--- src/rtl/mbx_ob_pkg.sv ---
// Shared types for the outbound mailbox read controller.
package mbx_ob_pkg;
    // Controller states; encoding carries no external meaning.
    typedef enum logic [2:0] {
        OB_IDLE  = 3'd0,
        OB_FETCH = 3'd1,
        OB_WAIT  = 3'd2,
        OB_READ  = 3'd3,
        OB_ABORT = 3'd4
    } ob_state_e;
endpackage

--- src/rtl/ob_ptr_unit.sv ---
// Read pointer and remaining-length counter.
// Assumes: flush has top priority; the pointer carries one extra bit so that
// stepping past the top of the address space never wraps into range.
module ob_ptr_unit #(
    parameter int AW = 8,
    parameter int SW = 8
) (
    input  logic          clk,
    input  logic          rst_n,
    input  logic [AW-1:0] cfg_base,
    input  logic [AW-1:0] cfg_limit,
    input  logic          range_valid,
    input  logic          flush,
    input  logic          size_load,
    input  logic [SW-1:0] size_in,
    input  logic          fetch_acc,
    output logic [AW-1:0] rd_addr,
    output logic [SW-1:0] size_left,
    output logic          size_zero,
    output logic          ptr_in_range
);
    localparam int PW = AW + 1;

    logic          range_q;
    logic [PW-1:0] ptr_q;
    logic [SW-1:0] size_q;
    logic          range_rise;

    assign range_rise = range_valid && !range_q;

    // Remember the previous range-valid level for edge detection.
    always_ff @(posedge clk) begin
        if (!rst_n) range_q <= 1'b0;
        else        range_q <= range_valid;
    end

    // Pointer: reload on flush or range rise, step on each accepted fetch.
    always_ff @(posedge clk) begin
        if (!rst_n)            ptr_q <= '0;
        else if (flush)        ptr_q <= {1'b0, cfg_base};
        else if (range_rise)   ptr_q <= {1'b0, cfg_base};
        else if (fetch_acc)    ptr_q <= ptr_q + 1'b1;
    end

    // Remaining length: load on write, count down on each accepted fetch.
    always_ff @(posedge clk) begin
        if (!rst_n)                       size_q <= '0;
        else if (flush)                   size_q <= '0;
        else if (size_load)               size_q <= size_in;
        else if (fetch_acc && size_q != '0) size_q <= size_q - 1'b1;
    end

    assign rd_addr      = ptr_q[AW-1:0];
    assign size_left    = size_q;
    assign size_zero    = (size_q == '0);
    assign ptr_in_range = (ptr_q <= {1'b0, cfg_limit});
endmodule

--- src/rtl/ob_rsp_unit.sv ---
// Outstanding-response tracking and read-word capture.
// Assumes: responses return in order; a response with no outstanding request
// (e.g. one that arrives after a flush) is dropped.
module ob_rsp_unit #(
    parameter int DW        = 32,
    parameter int MAX_OUTST = 1
) (
    input  logic          clk,
    input  logic          rst_n,
    input  logic          flush,
    input  logic          issue,
    input  logic          rsp_valid,
    input  logic [DW-1:0] rsp_data,
    input  logic          capture_en,
    output logic          rsp_take,
    output logic [DW-1:0] word_q
);
    localparam int OW = $clog2(MAX_OUTST + 1);
    localparam logic [OW-1:0] OMAX = OW'(MAX_OUTST);

    logic [OW-1:0] outst_q;
    logic          inc, dec;

    assign rsp_take = rsp_valid && (outst_q != '0) && !flush;
    assign inc      = issue && (outst_q != OMAX);
    assign dec      = rsp_take;

    // Count requests granted but not yet answered.
    always_ff @(posedge clk) begin
        if (!rst_n)          outst_q <= '0;
        else if (flush)      outst_q <= '0;
        else if (inc && !dec) outst_q <= outst_q + 1'b1;
        else if (dec && !inc) outst_q <= outst_q - 1'b1;
    end

    // Hold the word offered to the host.
    always_ff @(posedge clk) begin
        if (!rst_n)                      word_q <= '0;
        else if (flush)                  word_q <= '0;
        else if (rsp_take && capture_en) word_q <= rsp_data;
    end
endmodule

--- src/rtl/ob_ctrl_fsm.sv ---
// Transfer sequencing: fetch, wait, offer, abort; edge events and error flag.
// Assumes: the acknowledge outranks the abort request, which outranks all else.
module ob_ctrl_fsm
    import mbx_ob_pkg::*;
(
    input  logic      clk,
    input  logic      rst_n,
    input  logic      range_valid,
    input  logic      size_zero,
    input  logic      ptr_in_range,
    input  logic      sram_gnt,
    input  logic      rsp_take,
    input  logic      host_rd,
    input  logic      abort_req,
    input  logic      abort_ack,
    output ob_state_e state,
    output logic      sram_req,
    output logic      err,
    output logic      ready_evt,
    output logic      abort_evt
);
    ob_state_e state_q, state_d;
    logic      err_q, err_set;

    assign sram_req = (state_q == OB_FETCH) && range_valid;

    // Next-state selection with acknowledge and abort priority.
    always_comb begin
        state_d = state_q;
        err_set = 1'b0;
        if (abort_ack) begin
            state_d = OB_IDLE;
        end else if (abort_req && state_q != OB_ABORT) begin
            state_d = OB_ABORT;
        end else begin
            case (state_q)
                OB_IDLE: begin
                    if (range_valid && !size_zero) begin
                        if (ptr_in_range) state_d = OB_FETCH;
                        else              err_set = 1'b1;
                    end
                end
                OB_FETCH: if (sram_req && sram_gnt) state_d = OB_WAIT;
                OB_WAIT:  if (rsp_take) state_d = OB_READ;
                OB_READ: begin
                    if (host_rd) begin
                        if (size_zero)         state_d = OB_IDLE;
                        else if (ptr_in_range) state_d = OB_FETCH;
                        else begin
                            err_set = 1'b1;
                            state_d = OB_IDLE;
                        end
                    end
                end
                default: state_d = state_q;
            endcase
        end
    end

    // State register.
    always_ff @(posedge clk) begin
        if (!rst_n) state_q <= OB_IDLE;
        else        state_q <= state_d;
    end

    // Sticky range error, cleared by the acknowledge.
    always_ff @(posedge clk) begin
        if (!rst_n)        err_q <= 1'b0;
        else if (abort_ack) err_q <= 1'b0;
        else if (err_set)  err_q <= 1'b1;
    end

    assign state     = state_q;
    assign err       = err_q;
    assign ready_evt = (state_q != OB_READ)  && (state_d == OB_READ);
    assign abort_evt = (state_q != OB_ABORT) && (state_d == OB_ABORT);
endmodule

--- src/rtl/mbx_ob_reader.sv ---
// Outbound mailbox read controller top: fetches a firmware message word by
// word from an SRAM window and offers each word to the host.
// Assumes: cfg_base/cfg_limit are stable while cfg_range_valid is high.
module mbx_ob_reader
    import mbx_ob_pkg::*;
#(
    parameter int AW        = 8,
    parameter int DW        = 32,
    parameter int SW        = 8,
    parameter int MAX_OUTST = 1
) (
    input  logic          clk,
    input  logic          rst_n,
    input  logic [AW-1:0] cfg_base,
    input  logic [AW-1:0] cfg_limit,
    input  logic          cfg_range_valid,
    input  logic          obj_size_wr,
    input  logic [SW-1:0] obj_size_in,
    input  logic          host_rd,
    input  logic          host_abort_req,
    input  logic          fw_abort_ack,
    output logic          sram_req,
    output logic [AW-1:0] sram_addr,
    input  logic          sram_gnt,
    input  logic          sram_rvalid,
    input  logic [DW-1:0] sram_rdata,
    output logic [DW-1:0] rd_data,
    output logic          ready,
    output logic          abort_pending,
    output logic          range_err,
    output logic [SW-1:0] obj_size_left,
    output logic          ready_evt,
    output logic          abort_evt
);
    ob_state_e     state;
    logic          size_zero, in_range, fetch_acc, rsp_take, size_load;
    logic [DW-1:0] word_q;

    assign fetch_acc = sram_req && sram_gnt;
    assign size_load = obj_size_wr && (state == OB_IDLE) && !fw_abort_ack;

    ob_ptr_unit #(.AW(AW), .SW(SW)) u_ptr (
        .clk          (clk),
        .rst_n        (rst_n),
        .cfg_base     (cfg_base),
        .cfg_limit    (cfg_limit),
        .range_valid  (cfg_range_valid),
        .flush        (fw_abort_ack),
        .size_load    (size_load),
        .size_in      (obj_size_in),
        .fetch_acc    (fetch_acc),
        .rd_addr      (sram_addr),
        .size_left    (obj_size_left),
        .size_zero    (size_zero),
        .ptr_in_range (in_range)
    );

    ob_rsp_unit #(.DW(DW), .MAX_OUTST(MAX_OUTST)) u_rsp (
        .clk        (clk),
        .rst_n      (rst_n),
        .flush      (fw_abort_ack),
        .issue      (fetch_acc),
        .rsp_valid  (sram_rvalid),
        .rsp_data   (sram_rdata),
        .capture_en (state == OB_WAIT),
        .rsp_take   (rsp_take),
        .word_q     (word_q)
    );

    ob_ctrl_fsm u_fsm (
        .clk          (clk),
        .rst_n        (rst_n),
        .range_valid  (cfg_range_valid),
        .size_zero    (size_zero),
        .ptr_in_range (in_range),
        .sram_gnt     (sram_gnt),
        .rsp_take     (rsp_take),
        .host_rd      (host_rd),
        .abort_req    (host_abort_req),
        .abort_ack    (fw_abort_ack),
        .state        (state),
        .sram_req     (sram_req),
        .err          (range_err),
        .ready_evt    (ready_evt),
        .abort_evt    (abort_evt)
    );

    assign ready         = (state == OB_READ);
    assign abort_pending = (state == OB_ABORT);
    assign rd_data       = abort_pending ? '0 : word_q;
endmodule

--- config.mk ---
export PLATFORM = sky130hd
export DESIGN_NAME = mbx_ob_reader
export DESIGN_NICKNAME = d
export VERILOG_FILES = /design/src/rtl/mbx_ob_pkg.sv /design/src/rtl/ob_ptr_unit.sv /design/src/rtl/ob_rsp_unit.sv /design/src/rtl/ob_ctrl_fsm.sv /design/src/rtl/mbx_ob_reader.sv
export SDC_FILE = /design/constraint.sdc
export NUM_CORES = 1
export LEC_CHECK = 0
export BUFFER_PORTS_ARGS = -buffer_cell sky130_fd_sc_hd__buf_2
export CORE_ASPECT_RATIO = 0.9
export CORE_UTILIZATION = 43
export DETAILED_ROUTE_END_ITERATION = 10
export HOLD_SLACK_MARGIN = 0.02
export PLACE_DENSITY = 0.76
export SLEW_MARGIN = 20
export SYNTH_ARGS = -nofsm -noshare
export SYNTH_HDL_FRONTEND = slang
export SYNTH_SLANG_ARGS = --single-unit
--- constraint.sdc ---
create_clock -name clk -period 1.7 [get_ports clk]
set_input_delay 0.085 -clock clk [delete_from_list [all_inputs] [get_ports clk]]
set_output_delay 0.085 -clock clk [all_outputs]
set_load 0.005 [all_outputs]
==> metrics.cfg <==
[worst_setup_path]
reg2reg_setup_slack_ns=-0.03
worstPathArrival_ns=1.95
setup.worst_path.start_class=flip-flop
critPathMaxFanout=5
cp-end-kind=flip-flop
crit_path_max_incr_delay_ns=0.40
worstSetupPathType=flip-flop to flip-flop
cp_slowest_cell=or3b_4
cp.required_ns=1.92
crit_chain=inv_2 > ha_4 > or3b_4 > o211ai_4 > nor4b_4 > xnor2_1 > a211oi_1

[power]
power.density_nw_per_um2=633
ir_drop_mv=0.403
p_leak_uw=0.00193
power.total_uw=2690

[sta]
fin_crit_sh=1.02
setup_ws_ns=-0.0295
setup_viol_count_final=5
rsz0062_at_grt=yes
hold_viol_final=0
drv_slew=0
worstMarginPinSlew_ns=0.505
slew_headroom=0.662
fin_crit_ns=1.73
fmax_ghz=0.578
setup_tns_ns=-0.0716
skew_ns=0.00944

[yosys]
syn_avg_cell_area_um2=7.82
syn_inst=367
netlist_area_um2=2870
synth_edf_count=0
synth_warnings=0
async_flop_share=0
ys_seq_elements=55
synthDistinctLibCells=42
ys_seq_area_frac=0.384
synth_fp_nets=443
synth_top_flop_cell=dfxtp_1

[place]
place_inst=567
io_buffers=118
dp_hpwl_um=5340
gp_congestion=0.857

[clocking]
numCtsBuffers=5
cts_buffer_depth=2
ctsHtreeMaxLevel=2
cts_tree=done
clock_sinks=55
clock_latency_ns=0.30
path_clk_slew_ns=0.10
cts_root_buffer=clkbuf_8

[cells_and_area]
diodes=0
final_core_util=0.677
post_route_cells_drive_above_1_share=0.361
layout_common_cells=118 x buf_2, 81 x nand2_1, 49 x dfxtp_1, 42 x a21oi_1, 34 x and2_1
layout.cells.non_filler=614
fin_nets=602
final_common_cell=buf_2
synthToLayoutAreaGrowth_pct=48.2

[route]
vias=3084
drc=0
drtIter0Drc=157
drt-total-wl_um=8060
drt-pass1-iter-count=4
final_antenna_net_count=0
post_drt_wl_per_cell_um=13.1
via_per_inst=5.02

[job]
maxCapViolations=0

[floorplan]
rows=27
fp.dieW_um=88.1
fp.dieH_um=79.5
coreArea_um2=6280
initial_utilization=0.457
die_area_um2=7000
ioPinCount=119

[global_routing]
gr-total-overflow=0
grt_pass1_vias=2860
track_usage=0.225
grt_max_degree=35
antenna_found_initial=0
grt_pass1_wl_um=12600

[run_status]
violations=setup timing
outcome=finished, violations left

[min_path]
hold_class=input pin to flip-flop

[worst paths after layout]
| kind | start | to | cells past startpoint |
|---|---|---|---|
| worst max register to register | u_ptr.size_left[1] | u_ptr.size_left[7] | 7 |
| worst min register to register | u_rsp.word_q[22] | u_rsp.word_q[22] | 2 |
| worst min-delay path | cfg_base[1] | u_ptr.ptr_q[1] | 2 |
| worst max-delay path | u_ptr.size_left[1] | u_ptr.size_left[7] | 7 |
[critical path, delay by kind of cell, from the launching register on]
family | cells | cell delay (ns)
AND/OR/NAND/NOR | 2 | 0.49
XOR/XNOR | 1 | 0.13
adder cells (fa/ha/maj) | 1 | 0.12
AO/OA/AOI/OAI | 2 | 0.49
buffers and inverters | 1 | 0.07
flip-flops | 1 | 0.33
[cells in the mapped netlist, drive strengths merged (2+ instances only)]
library cell,n,share of area
nor3,4,0.0070
xnor2,10,0.031
and3,3,0.0065
nor4,4,0.0087
mux2i,2,0.0070
xor2,3,0.0092
or3,3,0.0070
a211oi,9,0.024
dfxtp,55,0.38
and4,2,0.0061
clkbuf,16,0.021
nor2,18,0.024
nand2,82,0.11
nand4,3,0.0065
a21oi,43,0.075
inv,16,0.021
and2,34,0.074
nand3,6,0.010
o211a,2,0.0070
o21ai,11,0.019
buf,12,0.030
ha,11,0.048
a31oi,2,0.0044
nor3b,2,0.0052
[stage by stage]
stage                     hold WS (ns)  setup WS (ns)  area (um^2)
after global routing            0.0217         -0.124         4250
after detailed placement         0.333        -0.0535         3610
after CTS                       0.0205        -0.0460         4110
after global placement           0.326         0.0243         3610
after floorplan                  0.185         0.0118         2870
final                           0.0315        -0.0295         4250
[cells by family (layout without fill, tap and decap cells)]
logic type,count (synthesis),in the layout,share of synthesized area
adders and majority gates,11,11,0.0480
muxes,3,3,0.0109
xor gates and xnor gates,13,13,0.0397
buffers and inverters,44,204,0.0720
AOI/OAI and AO/OA,74,74,0.154
and+or+nand+nor,167,167,0.291
DFF,55,55,0.384
[routing by layer]
metal,vias up,GRT usage,part of all wire
met5,-,0,0
met4,0,0.0790,0.023
met3,19,0.0403,0.055
met2,110,0.405,0.51
met1,1412,0.267,0.41
li1,1543,-,-
[area by class of cell]
type | count | area [um^2]
fill | 555 | 2030
clock inverter | 2 | 38.8
inverter | 16 | 60.1
timing repair buffer | 180 | 1170
sequential | 55 | 1110
multi-input combinational | 268 | 1680
clock buffer | 6 | 82.6
tap | 87 | 109
[power by group]
part / switching (uW) / total, uW / leakage (uW) / internal, uW
combinational: 203 / 440 / 0.00142 / 236
sequential: 24.5 / 1340 / 0.000449 / 1310
clock: 432 / 917 / 0.0000618 / 485
[flip-flops by register name, summed over array words and instances, names as in the netlist]
name,count
u_ptr.range_q,1
u_fsm.state,3
u_fsm.err,1
u_rsp.outst_q,1
u_ptr.size_left,8
u_ptr.ptr_q,9
u_rsp.word_q,32
[repair_timing]
item | in CTS | in global routing
resized for setup | 10 | 24
setup buffers | 4 | 4
hold endpoints to repair | 31 | 0
endpoints found under the setup margin | 37 | 44
pin swaps | 9 | 11
hold buffers | 31 | 0
Note: power is estimated with default switching activity, not from simulation.
